==> src/rtl/bt656_hline_pkg.sv <==
package bt656_hline_pkg;

   // source of the byte that enters the output register
   typedef enum logic {
      SRC_CODE = 1'b0,
      SRC_PIX  = 1'b1
   } src_e;

   // timing-reference status byte: flags plus protection bits
   function automatic logic [7:0] xy_byte(input logic f, input logic v, input logic h);
      logic [3:0] prot;
      prot = {v ^ h, f ^ h, f ^ v, f ^ v ^ h};
      return {1'b1, f, v, h, prot};
   endfunction

endpackage

==> src/rtl/hline_byte_counter.sv <==
module hline_byte_counter #(
   parameter int LINE_BYTES = 1716,
   parameter int BYTE_W     = 11
) (
   input  logic              clk_i,
   input  logic              rst_ni,
   output logic [BYTE_W-1:0] byte_o
);

   localparam logic [BYTE_W-1:0] LAST = BYTE_W'(LINE_BYTES - 1);

   logic [BYTE_W-1:0] byte_q;

   always_ff @(posedge clk_i) begin
      if (!rst_ni) begin
         byte_q <= '0;
      end else if (byte_q == LAST) begin
         byte_q <= '0;
      end else begin
         byte_q <= byte_q + 1'b1;
      end
   end

   assign byte_o = byte_q;

endmodule

==> src/rtl/hline_img_window.sv <==
module hline_img_window #(
   parameter int CNT_W          = 10,
   parameter int ACTIVE_SAMPLES = 720
) (
   input  logic             clk_i,
   input  logic             rst_ni,
   input  logic [CNT_W-1:0] pos_i,
   input  logic             last_byte_i,
   input  logic [CNT_W-1:0] off_i,
   input  logic [CNT_W-1:0] size_i,
   output logic [CNT_W-1:0] idx_o,
   output logic             in_win_o
);

   localparam logic [CNT_W-1:0] ACT_END = CNT_W'(ACTIVE_SAMPLES);

   logic [CNT_W-1:0] idx_q;
   logic [CNT_W-1:0] idx_now;
   logic             below_size;

   // the index reads zero at the offset sample; otherwise the stored value
   always_comb begin
      if (pos_i == off_i) begin
         idx_now = '0;
      end else begin
         idx_now = idx_q;
      end
      below_size = (idx_now < size_i);
   end

   // advance once per sample, on its second byte, and saturate at the size
   always_ff @(posedge clk_i) begin
      if (!rst_ni) begin
         idx_q <= '1;
      end else if (last_byte_i) begin
         if (below_size) begin
            idx_q <= idx_now + 1'b1;
         end else begin
            idx_q <= idx_now;
         end
      end
   end

   assign idx_o    = idx_now;
   assign in_win_o = (pos_i < ACT_END) && below_size;

endmodule

==> src/rtl/hline_decode.sv <==
module hline_decode
   import bt656_hline_pkg::*;
#(
   parameter int LINE_BYTES     = 1716,
   parameter int ACTIVE_SAMPLES = 720,
   parameter int SYNC_SAMPLES   = 64,
   parameter int BYTE_W         = 11,
   parameter int DATA_W         = 8
) (
   input  logic              clk_i,
   input  logic              rst_ni,
   input  logic [BYTE_W-1:0] byte_i,
   input  logic              in_win_i,
   input  logic              dflt_en_i,
   input  logic              blank_dly_i,
   input  logic              field_i,
   input  logic              vblank_i,
   input  logic [DATA_W-1:0] dflt_c_i,
   input  logic [DATA_W-1:0] dflt_y_i,
   output src_e              src_o,
   output logic [DATA_W-1:0] word_o,
   output logic              blank_o,
   output logic              sync_o
);

   localparam int PAD       = DATA_W - 8;
   localparam int ACT_BYTES = 2 * ACTIVE_SAMPLES;
   localparam logic [BYTE_W-1:0] ACT_END   = BYTE_W'(ACT_BYTES);
   localparam logic [BYTE_W-1:0] EAV_END   = BYTE_W'(ACT_BYTES + 4);
   localparam logic [BYTE_W-1:0] SAV_START = BYTE_W'(LINE_BYTES - 4);
   localparam logic [BYTE_W-1:0] SYNC_END  = BYTE_W'(ACT_BYTES + 2 * SYNC_SAMPLES);
   localparam logic [DATA_W-1:0] BLANK_C   = DATA_W'(128 * (2 ** PAD));
   localparam logic [DATA_W-1:0] BLANK_Y   = DATA_W'(16 * (2 ** PAD));

   logic [DATA_W-1:0] xy_end;
   logic [DATA_W-1:0] xy_start;

   // place the 8-bit status byte at the top of wider words
   if (PAD == 0) begin : g_narrow
      assign xy_end   = xy_byte(field_i, vblank_i, 1'b1);
      assign xy_start = xy_byte(field_i, vblank_i, 1'b0);
   end else begin : g_wide
      assign xy_end   = {xy_byte(field_i, vblank_i, 1'b1), {PAD{1'b0}}};
      assign xy_start = {xy_byte(field_i, vblank_i, 1'b0), {PAD{1'b0}}};
   end

   logic              is_active;
   logic              is_eav;
   logic              is_sav;
   logic              is_chroma;
   logic [DATA_W-1:0] blank_word;
   logic [DATA_W-1:0] code_word;
   logic [DATA_W-1:0] next_word;
   logic              next_blank;
   logic              next_sync;

   always_comb begin
      is_active  = (byte_i < ACT_END);
      is_eav     = (byte_i >= ACT_END) && (byte_i < EAV_END);
      is_sav     = (byte_i >= SAV_START);
      is_chroma  = ~byte_i[0];
      blank_word = is_chroma ? BLANK_C : BLANK_Y;

      // both code groups start on a multiple of four bytes
      unique case (byte_i[1:0])
         2'd0:    code_word = '1;
         2'd3:    code_word = is_eav ? xy_end : xy_start;
         default: code_word = '0;
      endcase

      if (is_eav || is_sav) begin
         next_word = code_word;
      end else if (is_active && !in_win_i && dflt_en_i) begin
         next_word = is_chroma ? dflt_c_i : dflt_y_i;
      end else begin
         next_word = blank_word;
      end

      next_blank = !is_active && (!is_sav || blank_dly_i);
      next_sync  = (byte_i >= ACT_END) && (byte_i < SYNC_END);
   end

   always_ff @(posedge clk_i) begin
      if (!rst_ni) begin
         src_o   <= SRC_CODE;
         word_o  <= '0;
         blank_o <= 1'b0;
         sync_o  <= 1'b0;
      end else begin
         src_o   <= in_win_i ? SRC_PIX : SRC_CODE;
         word_o  <= next_word;
         blank_o <= next_blank;
         sync_o  <= next_sync;
      end
   end

endmodule

==> src/rtl/hline_out_stage.sv <==
module hline_out_stage
   import bt656_hline_pkg::*;
#(
   parameter int DATA_W = 8
) (
   input  logic              clk_i,
   input  logic              rst_ni,
   input  src_e              src_i,
   input  logic [DATA_W-1:0] word_i,
   input  logic [DATA_W-1:0] pix_i,
   input  logic              blank_i,
   input  logic              sync_i,
   input  logic              sync_sel_i,
   input  logic              act_low_i,
   output logic [DATA_W-1:0] data_o,
   output logic              pin_o
);

   logic pin_level;

   assign pin_level = (sync_sel_i ? sync_i : blank_i) ^ act_low_i;

   always_ff @(posedge clk_i) begin
      if (!rst_ni) begin
         data_o <= '0;
         pin_o  <= act_low_i;
      end else begin
         data_o <= (src_i == SRC_PIX) ? pix_i : word_i;
         pin_o  <= pin_level;
      end
   end

endmodule

==> src/rtl/bt656_hline_seq.sv <==
module bt656_hline_seq
   import bt656_hline_pkg::*;
#(
   parameter int LINE_SAMPLES   = 858,
   parameter int ACTIVE_SAMPLES = 720,
   parameter int SYNC_SAMPLES   = 64,
   parameter int DATA_W         = 8,
   parameter int CNT_W          = $clog2(LINE_SAMPLES)
) (
   input  logic              clk_i,
   input  logic              rst_ni,
   input  logic              dflt_en_i,
   input  logic              blank_dly_i,
   input  logic              pin_sync_sel_i,
   input  logic              pin_act_low_i,
   input  logic              field_i,
   input  logic              vblank_i,
   input  logic [CNT_W-1:0]  img_off_i,
   input  logic [CNT_W-1:0]  img_size_i,
   input  logic [DATA_W-1:0] dflt_c_i,
   input  logic [DATA_W-1:0] dflt_y_i,
   input  logic [DATA_W-1:0] pix_i,
   output logic [DATA_W-1:0] data_o,
   output logic              hpin_o,
   output logic              pix_req_o,
   output logic [CNT_W-1:0]  img_idx_o
);

   localparam int LINE_BYTES = 2 * LINE_SAMPLES;
   localparam int BYTE_W     = CNT_W + 1;

   // elaboration-time parameter checks
   if (CNT_W != $clog2(LINE_SAMPLES)) begin : g_bad_cnt_w
      $error("CNT_W must equal clog2(LINE_SAMPLES)");
   end
   if ((DATA_W != 8) && (DATA_W != 10)) begin : g_bad_data_w
      $error("DATA_W must be 8 or 10");
   end
   if ((ACTIVE_SAMPLES % 2) != 0 || (LINE_SAMPLES % 2) != 0) begin : g_bad_align
      $error("line and active sample counts must be even");
   end
   if (ACTIVE_SAMPLES + 4 > LINE_SAMPLES) begin : g_bad_active
      $error("active region leaves no room for the timing codes");
   end
   if (SYNC_SAMPLES < 1 || ACTIVE_SAMPLES + SYNC_SAMPLES > LINE_SAMPLES) begin : g_bad_sync
      $error("sync width does not fit in horizontal blanking");
   end

   logic [BYTE_W-1:0] byte_cnt;
   logic [CNT_W-1:0]  frame_pos;
   logic              in_win;
   src_e              src_q;
   logic [DATA_W-1:0] word_q;
   logic              blank_q;
   logic              sync_q;

   hline_byte_counter #(
      .LINE_BYTES (LINE_BYTES),
      .BYTE_W     (BYTE_W)
   ) i_counter (
      .clk_i  (clk_i),
      .rst_ni (rst_ni),
      .byte_o (byte_cnt)
   );

   assign frame_pos = byte_cnt[BYTE_W-1:1];

   hline_img_window #(
      .CNT_W          (CNT_W),
      .ACTIVE_SAMPLES (ACTIVE_SAMPLES)
   ) i_window (
      .clk_i       (clk_i),
      .rst_ni      (rst_ni),
      .pos_i       (frame_pos),
      .last_byte_i (byte_cnt[0]),
      .off_i       (img_off_i),
      .size_i      (img_size_i),
      .idx_o       (img_idx_o),
      .in_win_o    (in_win)
   );

   assign pix_req_o = in_win;

   hline_decode #(
      .LINE_BYTES     (LINE_BYTES),
      .ACTIVE_SAMPLES (ACTIVE_SAMPLES),
      .SYNC_SAMPLES   (SYNC_SAMPLES),
      .BYTE_W         (BYTE_W),
      .DATA_W         (DATA_W)
   ) i_decode (
      .clk_i       (clk_i),
      .rst_ni      (rst_ni),
      .byte_i      (byte_cnt),
      .in_win_i    (in_win),
      .dflt_en_i   (dflt_en_i),
      .blank_dly_i (blank_dly_i),
      .field_i     (field_i),
      .vblank_i    (vblank_i),
      .dflt_c_i    (dflt_c_i),
      .dflt_y_i    (dflt_y_i),
      .src_o       (src_q),
      .word_o      (word_q),
      .blank_o     (blank_q),
      .sync_o      (sync_q)
   );

   hline_out_stage #(
      .DATA_W (DATA_W)
   ) i_out (
      .clk_i      (clk_i),
      .rst_ni     (rst_ni),
      .src_i      (src_q),
      .word_i     (word_q),
      .pix_i      (pix_i),
      .blank_i    (blank_q),
      .sync_i     (sync_q),
      .sync_sel_i (pin_sync_sel_i),
      .act_low_i  (pin_act_low_i),
      .data_o     (data_o),
      .pin_o      (hpin_o)
   );

endmodule

==> config.mk <==
export PLATFORM = sky130hd
export DESIGN_NAME = bt656_hline_seq
export DESIGN_NICKNAME = d
export VERILOG_FILES = /design/src/rtl/bt656_hline_pkg.sv /design/src/rtl/hline_byte_counter.sv /design/src/rtl/hline_img_window.sv /design/src/rtl/hline_decode.sv /design/src/rtl/hline_out_stage.sv /design/src/rtl/bt656_hline_seq.sv
export SDC_FILE = /design/constraint.sdc
export NUM_CORES = 1
export LEC_CHECK = 0
export CORE_MARGIN = 1
export CORE_UTILIZATION = 54
export CTS_BUF_LIST = sky130_fd_sc_hd__clkbuf_2
export CTS_CLUSTER_DIAMETER = 50
export DETAILED_ROUTE_END_ITERATION = 12
export GPL_ROUTABILITY_DRIVEN = 0
export PLACE_DENSITY = 0.88
export SYNTH_ARGS = -nofsm -noshare
export SYNTH_HDL_FRONTEND = slang
export SYNTH_HIERARCHICAL = 1
export SYNTH_SLANG_ARGS = --single-unit
==> constraint.sdc <==
create_clock -name clk_i -period 7.15 [get_ports clk_i]
set_clock_uncertainty 0.15 [all_clocks]
set_input_delay 1.43 -clock clk_i [delete_from_list [all_inputs] [get_ports clk_i]]
set_output_delay 1.43 -clock clk_i [all_outputs]
set_load 0.01 [all_outputs]
==> results of run 1 <==
## flip-flops by register name, summed over array words and instances (netlist names)
register          count
i_decode/blank_o      1
i_decode/src_o        1
i_out/pin_o           1
i_decode/word_o       8
i_window/idx_q       10
i_counter/byte_o     11
i_decode/sync_o       1
i_out/data_o          8
## worst min-delay path: cells and delay by family, from the launching register on
family | cells | cell delay [ns]
DFF | 1 | 0.36
and+or+nand+nor | 1 | 0.10
muxes | 1 | 0.06
## final cells by class
type	count	area [µm²]
Clock buffer	5	25.0
Clock inverter	3	43.8
Fill cell	363	1260
Inverter	24	90.1
Multi-Input combinational cell	230	1680
Sequential cell	41	821
Tap cell	67	83.8
Timing Repair Buffer	72	718
## cell usage after synthesis (5+ instances only)
master / count / area share [%]
and2_1: 11 / 2.6
nor2b_1: 8 / 1.9
nor2_1: 19 / 2.7
and3_1: 5 / 1.2
xnor2_1: 16 / 5.3
dfxtp_1: 41 / 31
nand2_1: 22 / 3.1
a21oi_1: 18 / 3.4
ha_1: 14 / 6.6
inv_1: 24 / 3.4
mux2i_1: 13 / 4.9
nand3_1: 8 / 1.5
o211ai_1: 7 / 2.0
nand4_1: 6 / 1.4
o21ai_0: 7 / 1.3
## cell usage in the layout, fill, tap and decap left out, types with 5 or more instances in the layout
master,Yosys,routed
a21oi_1,18,18
and2_1,11,11
and3_1,5,5
clkbuf_2,0,5
clkdlybuf4s50_1,0,71
dfxtp_1,41,41
ha_1,14,14
inv_1,24,24
mux2i_1,13,13
nand2_1,22,22
nand3_1,8,8
nand4_1,6,6
nor2_1,19,19
nor2b_1,8,8
o211ai_1,7,7
o21ai_0,7,7
xnor2_1,16,16
## routing by layer
metal	vias to the layer above	GRT usage, %	part of all wire (%)
met3	22	5.14	5.2
met1	1168	32.8	43
met5	-	0	0
met2	94	41.9	49
li1	1255	-	-
met4	0	10.0	2.7
## kinds of logic after synthesis
kind of cell,Yosys count
compound gates,70
xor+xnor,18
fa+ha+maj,14
buf+inv,33
flops,41
mux,17
simple gates,111
## where the power goes
group / switching, µW / leakage (µW) / internal (µW) / total [µW]
clock network: 82.9 / 0.0000433 / 59.9 / 143
registers: 16.5 / 0.000335 / 243 / 260
logic: 74.2 / 0.000984 / 90.5 / 165
## metrics by stage
| stage | total power [µW] | util, % | instance area, µm² | setup WS [ns] | hold slack (ns) |
|---|---|---|---|---|---|
| global route | 595 | 73.2 | 3460 | 0.278 | 0.400 |
| global placement | 419 | 71.7 | 3390 | 0.702 | 0.320 |
| CTS | 566 | 73.1 | 3450 | 0.493 | 0.370 |
| floorplan | 355 | - | 2650 | 1.42 | 0.306 |
| detailed placement | 425 | 71.7 | 3390 | 0.547 | 0.329 |
| finish | 567 | 73.2 | 3460 | 0.459 | 0.365 |
## worst paths after layout
kind	end	cells after the start	startpoint
max reg2reg	i_decode/word_o[7]	14	i_counter/byte_o[6]
max	pix_req_o	12	img_off_i[5]
min	i_out/data_o[6]	2	i_decode/word_o[6]
min reg2reg	i_out/data_o[6]	2	i_decode/word_o[6]
==> impl_metrics.csv, run 1 <==
group,metric,value,unit
global_routing,grt_pass1_wl,10400,µm
cells_and_area,syn2layout_area_growth,30.8,%
clock_network,htreeDepth,2,
die,die_area,0.00518,mm²
clock_network,cts-root-buf,"clkbuf_2",
timing,rsz0062_at_grt,"no",
clock_network,insertion_delay,0.40,ns
detailed_routing,avgRoutedWirePerCell,14.8,µm
synth,netlist_instances,304,
status,outcome,"completed",
job,cap_violations,0,
timing,finalMaxSlewViolations,0,
synth,ys.flop_type,"dfxtp_1",
cells_and_area,n_antenna_cell,0,
detailed_routing,viasPerCell,5.74,
cells_and_area,stdcell_count,442,
setup_path,cp_data_arrival_time,5.11,ns
setup_path,crit_type,"input pin to output port",
pwr,vdd_drop_max,0.125,mV
die,die_h,72.0,µm
die,core-area,0.00472,mm²
worst_hold_path,hold_path.class,"flop to flop",
clock_network,cts.sinks,41,
synth,syn_nets,370,
pwr,power_leakage,0.00136,µW
timing,clock.fmax,149,MHz
detailed_routing,drt_wl_total,6560,µm
synth,synth_simple_gate_area_share,24.8,%
detailed_routing,drc_errors,0,
synth,synth.distinct_cells,65,
clock_network,post-cts-setup-buffers,0,
synth,syn-cell-area,0.00265,mm²
timing,fin_crit,6.69,ns
die,start_util,56.0,%
setup_path,slowest_stage,"clkdlybuf4s50_1",
detailed_routing,drt_iter0_drc,171,
timing,tightestPinTransition,0.958,ns
global_routing,grt_use_total,25.5,%
timing,finalCritPeriodShare,93.6,%
timing,setup_tns,0,ns
setup_path,r2r_setup_slack,2.48,ns
clock_network,hold_buffers,0,
setup_path,crit_fanout,20,
placed_design,portBuffers,71,
die,fp-row-count,25,
synth,synthArstFlopShare,0,%
synth,synth_xor_area_share,5.96,%
die,io_pins,72,
pwr,p_per_area,164,mW/mm²
synth,synth_top_family_by_area,"simple AND/OR/NAND/NOR gates",
synth,syn_area_per_cell,8.70,µm²
clock_network,cts_buffers,5,
timing,setup-violations-final,0,
setup_path,cp_data_required_time,5.57,ns
setup_path,max_stage_delay,0.58,ns
global_routing,antenna_found_initial,0,
synth,ys_ff_latch,41,
placed_design,place_hpwl,4890,µm
setup_path,cp-start-kind,"input pin",
synth,synth_compound_gate_area_share,19.3,%
setup_path,setup.worst_path.end_class,"output port",
clock_network,cts_tree,"yes",
global_routing,grt_remaining_overflow,0,
detailed_routing,drt_pass1_iterations,5,
clock_network,post_cts_resized,0,
timing,hold_violations,0,
setup_path,path_cells,"clkdlybuf4s50_1 -> xnor2_1 -> nand4_1 -> or3_4 -> and2_1 -> ha_1 -> and4_1 -> a41oi_1 -> o211ai_1 -> a311oi_4 -> and2_1 -> clkdlybuf4s50_1",
synth,synthAdderAreaFrac,6.62,%
synth,ys_seq_area_share,31.0,%
placed_design,dp.cells,434,
synth,ys_warn_count,6,
detailed_routing,vias,2539,
global_routing,grt_max_degree,26,
cells_and_area,layout-drive-gt1-share,6.13,%
setup_path,critPathBufInv,2,
cells_and_area,layout.nets,440,
timing,slew_headroom,36.0,%
synth,synth_edf_count,0,
clock_network,clk_pin_slew,0.23,ns
clock_network,cts_buffer_depth,2,
synth,muxShareOfSynthArea,6.62,%
global_routing,grt_pass1_vias,2268,
die,die_w,72.0,µm
detailed_routing,antenna_left,0,
setup_path,cp_top_family,"simple AND/OR/NAND/NOR gates",
Power figures use the tool's default switching activity.
==> run 2: changes to the inputs <==
Settings changed: CORE_UTILIZATION 54 to 50, PLACE_DENSITY 0.88 to 0.82, TNS_END_PERCENT from default to 50.
Clock period 7.15 ns to 6.9 ns, I/O delays scaled along.
==> run 2 against run 1 <==
  * Sequential power is 2% higher
  * Design area is 0.33% higher
  * Wire length is 2.9% lower
  * Via count is 0.75% lower
  * Worst setup slack worse by 0.016 ns
  * Power is 3.0% higher
  * Final cell count is 1.1% higher
  * Critical path depth stayed put
  * Sequential share of layout area is 0.077 points lower
  * Flip-flop and latch count stayed put
  * Die area is 7.8% higher
==> impl_metrics.csv, run 2 (synthesis gave the netlist of run 1 again) <==
group,metric,value,unit
clock_network,insertion_delay,0.43,ns
cells_and_area,final_common_cell,"clkdlybuf4s50_1",
placed_design,dp.cells,438,
pwr,p_int,408,µW
job,cap_violations,0,
pwr,seq_power_share,45.6,%
timing,finalMaxSlewViolations,0,
pwr,p_clk_share,25.4,%
setup_path,max_stage_delay,0.58,ns
clock_network,cts.sinks,41,
cells_and_area,syn2layout_area_growth,31.2,%
cells_and_area,layout-drive-gt1-share,6.37,%
cells_and_area,mostFrequentLayoutCells,"clkdlybuf4s50_1 (71), dfxtp_1 (41), inv_1 (24)",
setup_path,path_cells,"clkdlybuf4s50_1 -> xnor2_1 -> nand4_1 -> or3_4 -> and2_1 -> ha_1 -> and4_1 -> a41oi_1 -> o211ai_1 -> a311oi_4 -> and2_1 -> clkdlybuf4s50_1",
timing,finalCritPeriodShare,93.6,%
die,fp-row-count,26,
pwr,swShare,30.2,%
cells_and_area,largest_reg_flops,11,
setup_path,cp_data_arrival_time,4.93,ns
setup_path,cp_data_required_time,5.37,ns
timing,fin_crit,6.46,ns
cells_and_area,layout.nets,442,
timing,setup_ws,0.443,ns
die,die_h,74.7,µm
detailed_routing,drt_iter0_drc,187,
pwr,power_frac_comb,29.1,%
detailed_routing,antenna_left,0,
global_routing,grt_use_total,24.2,%
setup_path,crit_fanout,20,
detailed_routing,drt_wl_total,6370,µm
detailed_routing,drt_pass1_iterations,4,
clock_network,post-cts-setup-buffers,0,
clock_network,cts-root-buf,"clkbuf_2",
pwr,p_per_area,168,mW/mm²
placed_design,pre_cts_slack,0.461,ns
global_routing,antenna_found_initial,0,
die,die_area,0.00558,mm²
die,io_pins,72,
status,outcome,"completed",
detailed_routing,avgRoutedWirePerCell,14.2,µm
clock_network,hold_buffers,0,
setup_path,slowest_stage,"clkdlybuf4s50_1",
setup_path,cp_top_family,"simple AND/OR/NAND/NOR gates",
cells_and_area,stdcell_count,447,
setup_path,cp-start-kind,"input pin",
detailed_routing,viasPerCell,5.64,
setup_path,crit_type,"input pin to output port",
clock_network,htreeDepth,2,
detailed_routing,drc_errors,0,
detailed_routing,vias,2520,
die,die_w,74.7,µm
die,core-area,0.00511,mm²
timing,setup-violations-final,0,
global_routing,grt_pass1_vias,2327,
timing,slew_headroom,40.6,%
timing,setup_tns,0,ns
cells_and_area,fillCellCount,436,
placed_design,place_hpwl,4850,µm
cells_and_area,n_antenna_cell,0,
clock_network,cts_buffers,5,
timing,tightestPinTransition,0.889,ns
timing,clock.fmax,155,MHz
setup_path,setup.worst_path.end_class,"output port",
pwr,power_leakage,0.00137,µW
global_routing,grt_pass1_wl,10500,µm
die,start_util,51.8,%
pwr,vdd_drop_max,0.131,mV
clock_network,post_cts_resized,0,
clock_network,cts_buffer_depth,2,
clock_network,cts_tree,"yes",
global_routing,grt_remaining_overflow,0,
placed_design,portBuffers,71,
pwr,p_sw,177,µW
timing,rsz0062_at_grt,"no",
clock_network,clk_pin_slew,0.22,ns
worst_hold_path,hold_path.class,"flop to flop",
global_routing,grt_max_degree,25,
setup_path,critPathBufInv,2,
timing,hold_violations,0,
## run 2: metrics by stage
| step | instance area, µm² | utilization [%] | hold WS, ns | power (µW) |
|---|---|---|---|---|
| floorplan | 2650 | - | 0.306 | 367 |
| global placement | 3400 | 66.5 | 0.315 | 435 |
| detailed placement | 3400 | 66.5 | 0.327 | 439 |
| CTS | 3470 | 67.9 | 0.362 | 586 |
| global route | 3470 | 68.0 | 0.392 | 615 |
| finish | 3470 | 68.0 | 0.371 | 584 |
## run 2: worst min-delay path, delay by kind of cell (launching register included)
kind	cells	cell delay [ns]
DFF	1	0.35
muxes	1	0.12
and+or+nand+nor	1	0.05
## run 2: metal layers
layer / GRT usage (%) / vias to the layer above / part of all wire (%)
met4: 8.18 / 0 / 1.3
met1: 32.1 / 1186 / 45
met2: 40.2 / 67 / 50
li1: - / 1258 / -
met5: 0 / - / 0
met3: 3.75 / 9 / 4.0
## run 2: final timing paths
check | from | endpoint | slack, ns | cells after the start
worst max-delay path | img_off_i[0] | pix_req_o | 0.44 | 12
worst min-delay path | i_decode/word_o[0] | i_out/data_o[0] | 0.37 | 2
worst max register to register | i_counter/byte_o[6] | i_decode/word_o[7] | 2.37 | 14
worst min register to register | i_decode/word_o[0] | i_out/data_o[0] | 0.37 | 2
## run 2: layout make-up
cell class              count  area (µm²)  area share (%)
multi-input cells         230        1670            48.2
well taps                  70        87.6            2.52
clock buffers               5        25.0           0.721
inverters                  24        90.1            2.60
flip-flops and latches     41         821            23.6
repair buffers             74         731            21.1
clock inverters             3        43.8            1.26
## run 2: power groups by stage
stage          combinational [µW]  clock [µW]  sequential [µW]
6_report                      170         148              266
5_1_grt                       187         159              269
4_1_cts                       169         151              266
3_5_place_dp                  168           0              271
3_3_place_gp                  164           0              271
2_1_floorplan                99.1           0              268
==> run 3: changes to the inputs <==
Settings changed: CORE_UTILIZATION 50 to 64, DONT_BUFFER_PORTS from default to 1, PLACE_DENSITY 0.82 to 0.8.
==> run 3 against run 2 <==
  * Combinational power down 33%
  * Design area down 21%
  * Global-route usage up 2.5 points
  * Flip-flop and latch count unchanged
  * Via count down 12%
  * Critical path type unchanged
==> impl_metrics.csv, run 3 (synthesis gave the netlist of run 1 again) <==
group,metric,value,unit
global_routing,grt_max_degree,26,
cells_and_area,stdcell_count,355,
cells_and_area,layout-drive-gt1-share,7.54,%
worst_hold_path,hold_path.class,"flop to flop",
detailed_routing,vias,2207,
clock_network,cts_buffers,5,
die,die_w,66.3,µm
timing,slew_headroom,36.3,%
clock_network,cts-root-buf,"clkbuf_2",
timing,hold_violations,0,
timing,setup_tns,0,ns
global_routing,grt_pass1_vias,2041,
setup_path,cp-startpoint,"img_off_i[4]",
clock_network,post_cts_resized,0,
die,io_pins,72,
timing,setup_ws,1.21,ns
die,die_area,0.00439,mm²
worst_hold_path,hp-start,"i_decode/word_o[0]",
cells_and_area,n_antenna_cell,0,
timing,finalMaxSlewViolations,0,
pwr,power_leakage,0.00108,µW
placed_design,dp.cells,347,
die,die_h,66.3,µm
clock_network,cts_buffer_depth,2,
detailed_routing,wl_met1,2410,µm
setup_path,cp_data_arrival_time,4.16,ns
global_routing,antenna_found_initial,0,
setup_path,cp_data_required_time,5.37,ns
detailed_routing,drt_wl_total,5490,µm
cells_and_area,layout.nets,370,
detailed_routing,wl_met3,331,µm
setup_path,setup.worst_path.end_class,"output port",
global_routing,grt_use_total,26.7,%
die,start_util,66.6,%
global_routing,grt_remaining_overflow,0,
cells_and_area,final_util,68.8,%
clock_network,insertion_delay,0.40,ns
cells_and_area,final_common_cell,"dfxtp_1",
detailed_routing,drt_iter0_drc,187,
setup_path,crit_type,"input pin to output port",
setup_path,r2r_start,"i_counter/byte_o[6]",
timing,fin_crit,5.69,ns
setup_path,cp_top_family,"simple AND/OR/NAND/NOR gates",
setup_path,path_cells,"xnor2_1 -> nand4_1 -> or3_4 -> and2_1 -> ha_1 -> and3_1 -> a41oi_1 -> o211ai_1 -> a311oi_4 -> buf_4 -> and2_1",
detailed_routing,top_layer,"met4",
global_routing,grt_pass1_wl,9050,µm
die,core-area,0.00397,mm²
detailed_routing,drt_pass1_iterations,4,
timing,tightestPinTransition,0.955,ns
detailed_routing,avgRoutedWirePerCell,15.5,µm
timing,setup-violations-final,0,
setup_path,cp-start-kind,"input pin",
setup_path,crit_fanout,20,
placed_design,pre_cts_slack,1.23,ns
cells_and_area,syn2layout_area_growth,3.31,%
clock_network,hold_buffers,0,
clock_network,cts.sinks,41,
die,fp-row-count,23,
detailed_routing,drc_errors,0,
setup_path,slowest_stage,"or3_4",
setup_path,critPathBufInv,1,
timing,fin_hold_ws,0.363,ns
timing,finalCritPeriodShare,82.5,%
status,outcome,"completed",
setup_path,max_stage_delay,0.47,ns
setup_path,cp_common_cell,"and2_1",
placed_design,portBuffers,0,
detailed_routing,route.met2.wl,2690,µm
detailed_routing,viasPerCell,6.22,
timing,clock.fmax,176,MHz
clock_network,post-cts-setup-buffers,0,
cells_and_area,mostFrequentLayoutCells,"dfxtp_1 (41), inv_1 (24), nand2_1 (22)",
placed_design,place_hpwl,4100,µm
timing,rsz0062_at_grt,"no",
pwr,vdd_drop_max,0.110,mV
job,cap_violations,0,
clock_network,cts_tree,"yes",
clock_network,htreeDepth,2,
detailed_routing,antenna_left,0,
pwr,p_per_area,194,mW/mm²
clock_network,clk_pin_slew,0.21,ns
cells_and_area,largest_reg_flops,11,
run 3: final timing paths:
path	slack (ns)	depth (start not counted)	end
min	0.36	2	i_out/data_o[0]
max reg2reg	2.14	15	i_decode/word_o[7]
min reg2reg	0.36	2	i_out/data_o[0]
max	1.21	11	pix_req_o
run 3: layout make-up:
cell class / instances / area, µm²
clock inverters: 3 / 46.3
repair buffers: 2 / 15.0
fillers: 347 / 1240
well taps: 50 / 62.6
clock buffers: 5 / 25.0
flip-flops and latches: 41 / 821
multi-input cells: 230 / 1670
inverters: 24 / 90.1
run 3: worst reg2reg max path: stages, from the launching register on:
cell	delay [ns]
dfxtp_1	0.64
xnor2_1	0.17
nand4_1	0.13
or3_4	0.49
and2_1	0.26
ha_1	0.33
and3_1	0.21
o21ai_0	0.10
o211ai_1	0.38
a311oi_4	0.05
buf_4	0.20
and2_1	0.24
or3b_1	0.38
o32ai_1	0.39
a21oi_1	0.15
o311a_1	0.40
run 3: per-stage QoR:
step	total power, µW	cell area [µm²]
global route	560	2730
detailed placement	389	2660
finish	530	2730
CTS	534	2730
floorplan	367	2650
global placement	386	2660
run 3: power by group:
group | total (µW) | internal [µW] | leakage (µW) | switching [µW]
clock | 145 | 61.8 | 0.0000392 | 83.2
combinational | 114 | 53.4 | 0.000709 | 60.3
sequential | 272 | 252 | 0.000335 | 19.4
run 3: per-layer routing:
metal,vias up,global-route usage (%)
met5,-,0
met3,8,6.21
met4,0,10.1
met2,68,42.9
met1,1014,34.6
li1,1117,-
